==> config.mk <==
export PLATFORM = sky130hd
export DESIGN_NAME = warp_issue_sched
export DESIGN_NICKNAME = d
export VERILOG_FILES = /design/src/rtl/wis_pkg.sv /design/src/rtl/wis_rr_arbiter.sv /design/src/rtl/wis_delay_line.sv /design/src/rtl/wis_control.sv /design/src/rtl/wis_datapath.sv /design/src/rtl/warp_issue_sched.sv
export SDC_FILE = /design/constraint.sdc
export NUM_CORES = 2
export LEC_CHECK = 0
export BUFFER_PORTS_ARGS = -buffer_cell sky130_fd_sc_hd__buf_2
export CAP_MARGIN = 20
export CORE_AREA = 3 3 277 279
export DETAILED_ROUTE_END_ITERATION = 6
export DIE_AREA = 0 0 280 282
export HOLD_SLACK_MARGIN = 0.12
export RECOVER_POWER = 25
export SLEW_MARGIN = 0
export SYNTH_ARGS = -nofsm -noshare
export SYNTH_HDL_FRONTEND = slang
export SYNTH_HIERARCHICAL = 1
export SYNTH_SLANG_ARGS = --single-unit
==> constraint.sdc <==
create_clock -name clk -period 9.85 [get_ports clk]
set_clock_uncertainty 0.15 [all_clocks]
set_input_delay 2.4625 -clock clk [delete_from_list [all_inputs] [get_ports clk]]
set_output_delay 2.4625 -clock clk [all_outputs]
set_load 0.05 [all_outputs]
==> src/rtl/wis_pkg.sv <==
package wis_pkg;

  typedef enum logic [1:0] {
    W_IDLE = 2'd0,
    W_RUN  = 2'd1,
    W_FIN  = 2'd2
  } warpState_e;

  typedef struct packed {
    logic issueEn;
    logic idleEn;
  } ctrlStrobe_t;

endpackage

==> src/rtl/wis_rr_arbiter.sv <==
module wis_rr_arbiter #(
  parameter int N  = 16,
  parameter int IW = 4
) (
  input  logic [N-1:0]  req,
  input  logic [IW-1:0] startIdx,
  output logic          grantValid,
  output logic [IW-1:0] grantIdx
);
  always_comb begin
    int idx;
    grantValid = 1'b0;
    grantIdx   = '0;
    for (int k = 0; k < N; k++) begin
      idx = int'(startIdx) + k;
      if (idx >= N) idx = idx - N;
      if (!grantValid && req[idx]) begin
        grantValid = 1'b1;
        grantIdx   = IW'(idx);
      end
    end
  end
endmodule

==> src/rtl/wis_delay_line.sv <==
module wis_delay_line #(
  parameter int DEPTH = 9,
  parameter int W     = 4
) (
  input  logic         clk,
  input  logic         rstN,
  input  logic         inValid,
  input  logic [W-1:0] inData,
  output logic         outValid,
  output logic [W-1:0] outData,
  output logic         anyValid
);
  logic [DEPTH-1:0]        stageVld;
  logic [DEPTH-1:0][W-1:0] stageDat;

  always_ff @(posedge clk) begin
    if (!rstN) begin
      stageVld <= '0;
      stageDat <= '0;
    end else begin
      stageVld[0] <= inValid;
      stageDat[0] <= inData;
      for (int s = 1; s < DEPTH; s++) begin
        stageVld[s] <= stageVld[s-1];
        stageDat[s] <= stageDat[s-1];
      end
    end
  end

  assign outValid = stageVld[DEPTH-1];
  assign outData  = stageDat[DEPTH-1];
  assign anyValid = |stageVld;
endmodule

==> src/rtl/wis_control.sv <==
module wis_control
  import wis_pkg::*;
#(
  parameter int N  = 16,
  parameter int IW = 4
) (
  input  logic          clk,
  input  logic          rstN,
  input  logic [N-1:0]  eligible,
  input  logic          anyRun,
  output ctrlStrobe_t   strobe,
  output logic [IW-1:0] pickWarp
);
  logic [IW-1:0] rrPtr;
  logic          pickValid;

  wis_rr_arbiter #(.N(N), .IW(IW)) u_arb (
    .req       (eligible),
    .startIdx  (rrPtr),
    .grantValid(pickValid),
    .grantIdx  (pickWarp)
  );

  always_ff @(posedge clk) begin
    if (!rstN) begin
      rrPtr <= '0;
    end else if (pickValid) begin
      rrPtr <= (pickWarp == IW'(N - 1)) ? '0 : pickWarp + 1'b1;
    end
  end

  always_comb begin
    strobe.issueEn = pickValid;
    strobe.idleEn  = !pickValid && anyRun;
  end
endmodule

==> src/rtl/wis_datapath.sv <==
module wis_datapath
  import wis_pkg::*;
#(
  parameter int N     = 16,
  parameter int IW    = 4,
  parameter int LAT   = 9,
  parameter int PC_W  = 16,
  parameter int CNT_W = 32
) (
  input  logic             clk,
  input  logic             rstN,
  input  logic [N-1:0]     warpStart,
  input  logic [PC_W-1:0]  startPc,
  input  logic [PC_W-1:0]  endPc,
  input  ctrlStrobe_t      strobe,
  input  logic [IW-1:0]    pickWarp,
  output logic [N-1:0]     eligible,
  output logic             anyRun,
  output logic [PC_W-1:0]  pickPc,
  output logic             complValid,
  output logic [IW-1:0]    complWarp,
  output logic [CNT_W-1:0] issuedCount,
  output logic [CNT_W-1:0] idleCount,
  output logic             done
);
  warpState_e              warpSt [N];
  logic [N-1:0]            busy;
  logic [N-1:0][PC_W-1:0]  pcArr;
  logic [N-1:0]            running;
  logic [N-1:0]            finished;
  logic                    pipeBusy;

  // per-warp context update
  always_ff @(posedge clk) begin
    if (!rstN) begin
      for (int i = 0; i < N; i++) begin
        warpSt[i] <= W_IDLE;
        busy[i]   <= 1'b0;
        pcArr[i]  <= '0;
      end
    end else begin
      for (int i = 0; i < N; i++) begin
        logic hit, back;
        hit  = strobe.issueEn && (pickWarp == IW'(i));
        back = complValid && (complWarp == IW'(i));
        unique case (warpSt[i])
          W_IDLE: if (warpStart[i]) begin
            warpSt[i] <= W_RUN;
            pcArr[i]  <= startPc;
          end
          W_RUN: begin
            if (hit) begin
              busy[i]  <= 1'b1;
              pcArr[i] <= pcArr[i] + 1'b1;
              if (pcArr[i] == endPc) warpSt[i] <= W_FIN;
            end else if (back) begin
              busy[i] <= 1'b0;
            end
          end
          default: if (back) busy[i] <= 1'b0;
        endcase
      end
    end
  end

  // eligibility: a returning completion frees the warp in the same cycle
  for (genvar g = 0; g < N; g++) begin : g_elig
    assign running[g]  = (warpSt[g] == W_RUN);
    assign finished[g] = (warpSt[g] == W_FIN);
    assign eligible[g] = running[g] &&
                         (!busy[g] || (complValid && complWarp == IW'(g)));
  end

  assign anyRun = |running;
  assign pickPc = pcArr[pickWarp];

  wis_delay_line #(.DEPTH(LAT), .W(IW)) u_pipe (
    .clk     (clk),
    .rstN    (rstN),
    .inValid (strobe.issueEn),
    .inData  (pickWarp),
    .outValid(complValid),
    .outData (complWarp),
    .anyValid(pipeBusy)
  );

  always_ff @(posedge clk) begin
    if (!rstN) begin
      issuedCount <= '0;
      idleCount   <= '0;
    end else begin
      if (strobe.issueEn) issuedCount <= issuedCount + 1'b1;
      if (strobe.idleEn)  idleCount   <= idleCount + 1'b1;
    end
  end

  assign done = (|finished) && !anyRun && !pipeBusy;
endmodule

==> src/rtl/warp_issue_sched.sv <==
module warp_issue_sched
  import wis_pkg::*;
#(
  parameter int NUM_WARPS = 16,
  parameter int PIPE_LAT  = 9,
  parameter int PC_W      = 16,
  parameter int CNT_W     = 32,
  localparam int WID_W    = (NUM_WARPS > 1) ? $clog2(NUM_WARPS) : 1
) (
  input  logic                 clk,
  input  logic                 rstN,
  input  logic [NUM_WARPS-1:0] warpStart,
  input  logic [PC_W-1:0]      startPc,
  input  logic [PC_W-1:0]      endPc,
  output logic                 issueValid,
  output logic [WID_W-1:0]     issueWarp,
  output logic [PC_W-1:0]      issuePc,
  output logic                 complValid,
  output logic [WID_W-1:0]     complWarp,
  output logic [CNT_W-1:0]     issuedCount,
  output logic [CNT_W-1:0]     idleCount,
  output logic                 done
);
  ctrlStrobe_t            strobe;
  logic [NUM_WARPS-1:0]   eligible;
  logic                   anyRun;
  logic [WID_W-1:0]       pickWarp;

  wis_control #(.N(NUM_WARPS), .IW(WID_W)) u_ctrl (
    .clk     (clk),
    .rstN    (rstN),
    .eligible(eligible),
    .anyRun  (anyRun),
    .strobe  (strobe),
    .pickWarp(pickWarp)
  );

  wis_datapath #(
    .N(NUM_WARPS), .IW(WID_W), .LAT(PIPE_LAT), .PC_W(PC_W), .CNT_W(CNT_W)
  ) u_dp (
    .clk        (clk),
    .rstN       (rstN),
    .warpStart  (warpStart),
    .startPc    (startPc),
    .endPc      (endPc),
    .strobe     (strobe),
    .pickWarp   (pickWarp),
    .eligible   (eligible),
    .anyRun     (anyRun),
    .pickPc     (issuePc),
    .complValid (complValid),
    .complWarp  (complWarp),
    .issuedCount(issuedCount),
    .idleCount  (idleCount),
    .done       (done)
  );

  assign issueValid = strobe.issueEn;
  assign issueWarp  = pickWarp;
endmodule

After elaboration in Yosys (flattened, before gate mapping)
Memories as Yosys holds them, arrays and structs flattened.
Index checks and enable logic that the tools add are counted.

storage, ports and cells
  bits in writable memories = 32
  bits of input ports = 50
  latch bits = 0
  bits in read-only memories = 0
  memories kept = 1
  logic and storage cells = 812
  bits in registers = 385
  output and inout port bits = 91

cells by class
  $mul = 0
  reduce and logical (&&, ||, !) cells = 169
  equal/unequal tests = 110
  mux-type cells = 372
  $lt $le $gt $ge = 33
  shifts and indexed selects = 0
  bitwise gates (word level) = 32
  divide/modulo/power cells = 0
  $add $sub $neg = 50

memories
  name         depth  width  rd ports  clocked after memory_dff  write ports  RTL line            text
  u_dp.warpSt  16     2      16        0                         16           wis_datapath.sv:26  warpState_e warpSt [N];

operator list
  cell                                                                            count
  16-bit 2-to-1 mux                                                               33
  32-bit by 6-bit less-than comparator with 1-bit output (second input constant)  16
  32-bit 2-to-1 mux                                                               16
  16-bit one-hot mux with 2 select lines                                          16
  16-bit by 1-bit adder with 16-bit output (second input constant)                16
  16-bit == test                                                                  16
  1-bit 2-to-1 mux                                                                225
  5-bit by 5-bit subtractor with 6-bit output (second input constant)             15
  5-bit >= comparator (second input constant)                                     15
  4-bit 2-to-1 mux                                                                17
  1-bit logical AND                                                               66
  32-bit by 1-bit adder with 32-bit output (second input constant)                2
  1-bit binary-select mux with 4-bit select                                       16
  16-bit binary-select mux with 4-bit select                                      1
  4-bit == test (second input constant)                                           16
  2-bit 2-to-1 mux                                                                32
  2-bit != test (second input constant)                                           32
  3-bit AND reduction                                                             16
  4-bit by 4-bit adder with 5-bit output (second input constant)                  8
  1-bit logical NOT                                                               34
  2-bit by 1-bit == test with 1-bit output (second input constant)                16
  2-bit == test (second input constant)                                           16
  4-bit by 3-bit == test with 1-bit output (second input constant)                8
  2-bit logical NOT                                                               16
  16 further kinds                                                                102

Logic depth before layout (Yosys ltp)
  depth after elaboration = 60
  depth in mapped cells = 24

Modules after synthesis
The synthesis kept the hierarchy.

modules (own cells, without submodules)
  module          cells each  times used  area each (um^2)  seq. area each (um^2)
  wis_datapath    3322        1           26036.2           7687.4
  wis_rr_arbiter  247         1           2087.0            0.0
  wis_delay_line  102         1           1295.0            900.9
  wis_control     22          1           209.0             80.1

Worst setup path after synthesis
Ideal clock, no wire load.

  path kind = reg2out
  from = reg u_ctrl.rrPtr[1]
  to = out issuePc[5]
  arrival time = 6.751 ns
  stages on the path, launching flop included = 19
  setup slack = 0.487 ns
  path buffers = 6
  cells stage by stage = dfxtp_1 > buf_2 > clkbuf_1 > inv_1 > ha_1 > buf_6 > buf_6 > mux4_2 > mux4_2 > or2_4 > nor4_4 > and2_1 > nand3_1 > nor3b_1 > a31oi_1 > buf_6 > clkbuf_1 > mux4_2 > mux4_2

between the ends
  longest elaborated chain between the ends = 53
  elaborated cells on any way between the ends = 174
  those cells by class = add/sub: 31; order compare: 16; mux: 97; reduce/logical: 30

ends and longest elaborated chain
  what                                                                                  RTL line                text
  start: declaration                                                                    wis_control.sv:14       logic [IW-1:0] rrPtr;
  start signal: assignment                                                              wis_control.sv:28       rrPtr <= (pickWarp == IW'(N - 1)) ? '0 : pickWarp + 1'b1;
  branches (longest 50 deep; another with 5-bit by 5-bit subtractor with 6-bit output)  n/a
  4-bit 2-to-1 mux (*)                                                                  wis_rr_arbiter.sv:17    if (!grantValid && req[idx]) begin
  net issueWarp[0]                                                                      warp_issue_sched.sv:16  output logic [WID_W-1:0] issueWarp,
  16-bit binary-select mux with 4-bit select (*)                                        wis_datapath.sv:75      assign pickPc = pcArr[pickWarp];
  16-bit 2-to-1 mux (implied by the code) (*)                                           wis_datapath.sv:75
  end: declaration                                                                      warp_issue_sched.sv:17  output logic [PC_W-1:0] issuePc,

Mark *: on every way through the listed nets, which the timed path passes. The select of a mux whose other input is x is not followed.

==> impl_metrics.toml <==
[run_status]
outcome = "finished with violations"
violations = "max-capacitance violations, max-slew violations"

[global_routing]
grt_pass1_wl_um = 188000
grt_max_degree = 173
grt-ovfl-total = 0
grt_pass1_vias = 26900
grt.total_usage_pct = 31.8
grt_antenna_before_repair = 8

[sta]
worst_slew_pin_slew_ps = 3860
finalSetupTns_ps = 0
fmax_ghz = 0.106
rsz0062_at_grt = "no"
slew-limit-headroom_pct = -157
period_minus_slack_ps = 9460
final_max_slew_viol_count = 306
worst_slack_ps = 387
finalHoldViolCount = 0
fin_crit_sh_pct = 96.1
finalSetupViolCount = 0

[critical_path]
path_class = "in -> reg"
path_max_fanout = 172
worst_setup_path_end_kind = "register"
r2r_cells = 16
crit_cells = 8
slowest_stage = "clkbuf_1"
start_kind = "input port"
cpPeakStageDelay_ps = 2650
worstPathRequired_ps = 10000
crit_arrival_ps = 9610
path_delay_family = "buffers and inverters"
path_cells = "clkbuf_1, clkbuf_1, inv_8, buf_4, nor2_1, nand4_1, nor3_1, nand2b_1"
worst-path-buf-inv = 4
crit_top_cell = "clkbuf_1"

[power]
powerDensity_nw_per_um2 = 356
swShare_pct = 51.5
power_frac_comb_pct = 61.1
leakage_nw = 11.3
vdd_drop_max_mv = 0.539
switchingPower_mw = 5.95
pwr-share-clk_pct = 17.5
p_int_mw = 5.60
p_seq_share_pct = 21.4
fin_total_pwr_mw = 11.5

[yosys]
synth_top_area_share_pct = 26.0
yosysMostFrequentCell = "nand2_1"
yosys_most_used_dff = "dfxtp_1"
yosys_warnings = 6
synth_area_leaders = "dfxtp_1 (26%), mux4_2 (7.5%), xor2_1 (5.4%)"
yosysTopAreaCell = "dfxtp_1"
synthCells = 3693
async_reset_ff_share_pct = 0
netlist_area_um2 = 29600
synth_area_per_cell_um2 = 8.02
synthTopCellsByCount = "nand2_1 (387), dfxtp_1 (385), nor2_1 (295)"
synth_edf_count = 32
yosysUniqueCellTypes = 100
synth-seq-cells = 417
syn_nets = 3769
synth.yosys.seq_area_share_pct = 29.3

[route]
viasPerCell = 6.58
vias = 30500
drt_iter0_drc = 4540
dr.pass1.iters = 7
wl_per_cell_um = 28.2
drc = 0
postRouteAntennaNets = 0
wl_um = 131000

[floorplan]
fp.dieH_um = 282
rows = 100
boundaryPins = 141
design.core.area_um2 = 74400
die-area_um2 = 79000
start_util_pct = 39.8
die_x_um = 280

[clock_tree]
numCtsBuffers = 50
cts_num_sinks = 417
cts-root-buf = "clkbuf_16"
insertion_delay_ps = 630
clkTransAtPathRegs_ps = 60
cts_tree = "built"
h-tree-depth = 2
hold_buffers = 0
cts_max_path_buffers = 3

[flow_run]
cap_violations = 3

[placement]
place_congestion = 1.05
portBuffers = 140
post-dp-hpwl_um = 90800
dp_slack_ps = 1030

[layout]
drive_gt1_share_pct = 11.6
area_growth_pct = 9.52
finalNetCount = 3699

[hold_path]
hp-class = "reg -> reg"
hold_path_depth = 1
[flip-flops by register name (all words and copies together), names as in the netlist]
| name | flops |
|---|---|
| u_dp/pcArr | 256 |
| u_dp/u_pipe/stageVld | 9 |
| u_dp/idleCount | 32 |
| u_ctrl/rrPtr | 4 |
| u_dp/warpSt | 32 |
| u_dp/u_pipe/outData | 4 |
| u_dp/u_pipe/stageDat | 32 |
| u_dp/busy | 16 |
| u_dp/issuedCount | 32 |
[cell families after synthesis]
logic type                 after synthesis  synth area share, %
and+or+nand+nor                       1514                 26.3
AOI/OAI and AO/OA                      904                 19.4
DFF                                    417                 29.3
buffers and inverters                  358                 4.97
xor gates and xnor gates               322                 9.52
muxes                                  152                 9.45
adders and majority gates               26                 1.10
[worst register-to-register path: stages (launching register included)]
cell     delay [ps]
dfxtp_1         720
inv_2           280
ha_1            700
mux2_2          460
mux2i_2         360
nand3_4         210
nor4_4          440
and2_1          250
nand3_1         270
nand4_1         190
o221a_4         770
buf_12          330
and3b_1         760
nand3_1         670
nand2_1         560
nand2_1         210
o22ai_1         240
[layout by cell type, fill, tap and decap left out, drive strengths merged, types with 29 or more instances in the layout]
| cell type | instances |
|---|---|
| or3 | 29 |
| buf | 124 |
| clkbuf | 143 |
| a31oi | 55 |
| nand3 | 199 |
| nor3 | 96 |
| mux2i | 34 |
| nand2 | 388 |
| o22ai | 45 |
| and3 | 47 |
| nor4 | 87 |
| inv | 41 |
| edfxtp | 32 |
| xor2 | 182 |
| a22oi | 32 |
| o31ai | 31 |
| and2 | 82 |
| nand2b | 36 |
| dfxtp | 385 |
| xnor2 | 140 |
| nor2b | 33 |
| and4 | 30 |
| mux4 | 99 |
| nor2 | 297 |
| a21oi | 282 |
| o21ai | 206 |
| nand4 | 107 |
[power by group through the flow]
stage	clock network [mW]	logic [mW]	registers, mW
floorplan	0	5.06	2.15
global placement	0	6.85	2.48
detailed placement	0	6.86	2.46
CTS	2.05	6.88	2.43
global route	2.12	7.35	2.46
finish	2.02	7.05	2.48
[metrics by stage]
stage	util, %	cells	hold slack (ps)	instance area [um2]
global route	43.6	4632	294	32400
detailed placement	41.3	4540	269	30700
finish	43.6	4634	283	32400
CTS	43.7	4632	288	32600
floorplan	-	3693	262	29600
global placement	41.3	4540	263	30700
[area by class of cell]
class / instances / area, um2
Clock inverter: 20 / 267
Inverter: 41 / 161
Fill cell: 7462 / 42000
Clock buffer: 72 / 1540
Antenna cell: 2 / 5.00
Sequential cell: 417 / 8670
Timing Repair Buffer: 195 / 1060
Tap cell: 969 / 1210
Multi-Input combinational cell: 2918 / 19500
[layer usage]
layer / vias to the layer above / global-route usage [%] / share of wire, % / routed length, um
met2: 1968 / 46.1 / 41 / 53600
met5: - / 0 / 0.036 / 47
met3: 503 / 9.16 / 13 / 16400
met4: 4 / 19.8 / 7.3 / 9610
li1: 13500 / - / - / -
met1: 14500 / 41.7 / 39 / 51100
[worst paths after layout]
| check | startpoint | to | slack (ps) |
|---|---|---|---|
| hold reg to reg | u_dp/u_pipe/stageDat[15]$_SDFF_PN0_ | u_dp/u_pipe/stageDat[19]$_SDFF_PN0_ | 280 |
| setup reg to reg | u_ctrl/rrPtr[2]$_SDFFE_PN0P_ | u_dp/pcArr[45]$_SDFFE_PN0P_ | 2220 |
| setup / recovery | rstN | u_dp/warpSt[0][12]$_SDFFCE_PN0P_ | 390 |
| hold / removal | u_dp/u_pipe/stageDat[15]$_SDFF_PN0_ | u_dp/u_pipe/stageDat[19]$_SDFF_PN0_ | 280 |
[repair_timing]
item / in CTS / in global routing
endpoints found under the setup margin: 0 / 16
gates resized for setup: 0 / 1
setup buffers: 0 / 0
endpoints found under the hold margin: 0 / 0
Power figures use the tool's default switching activity.
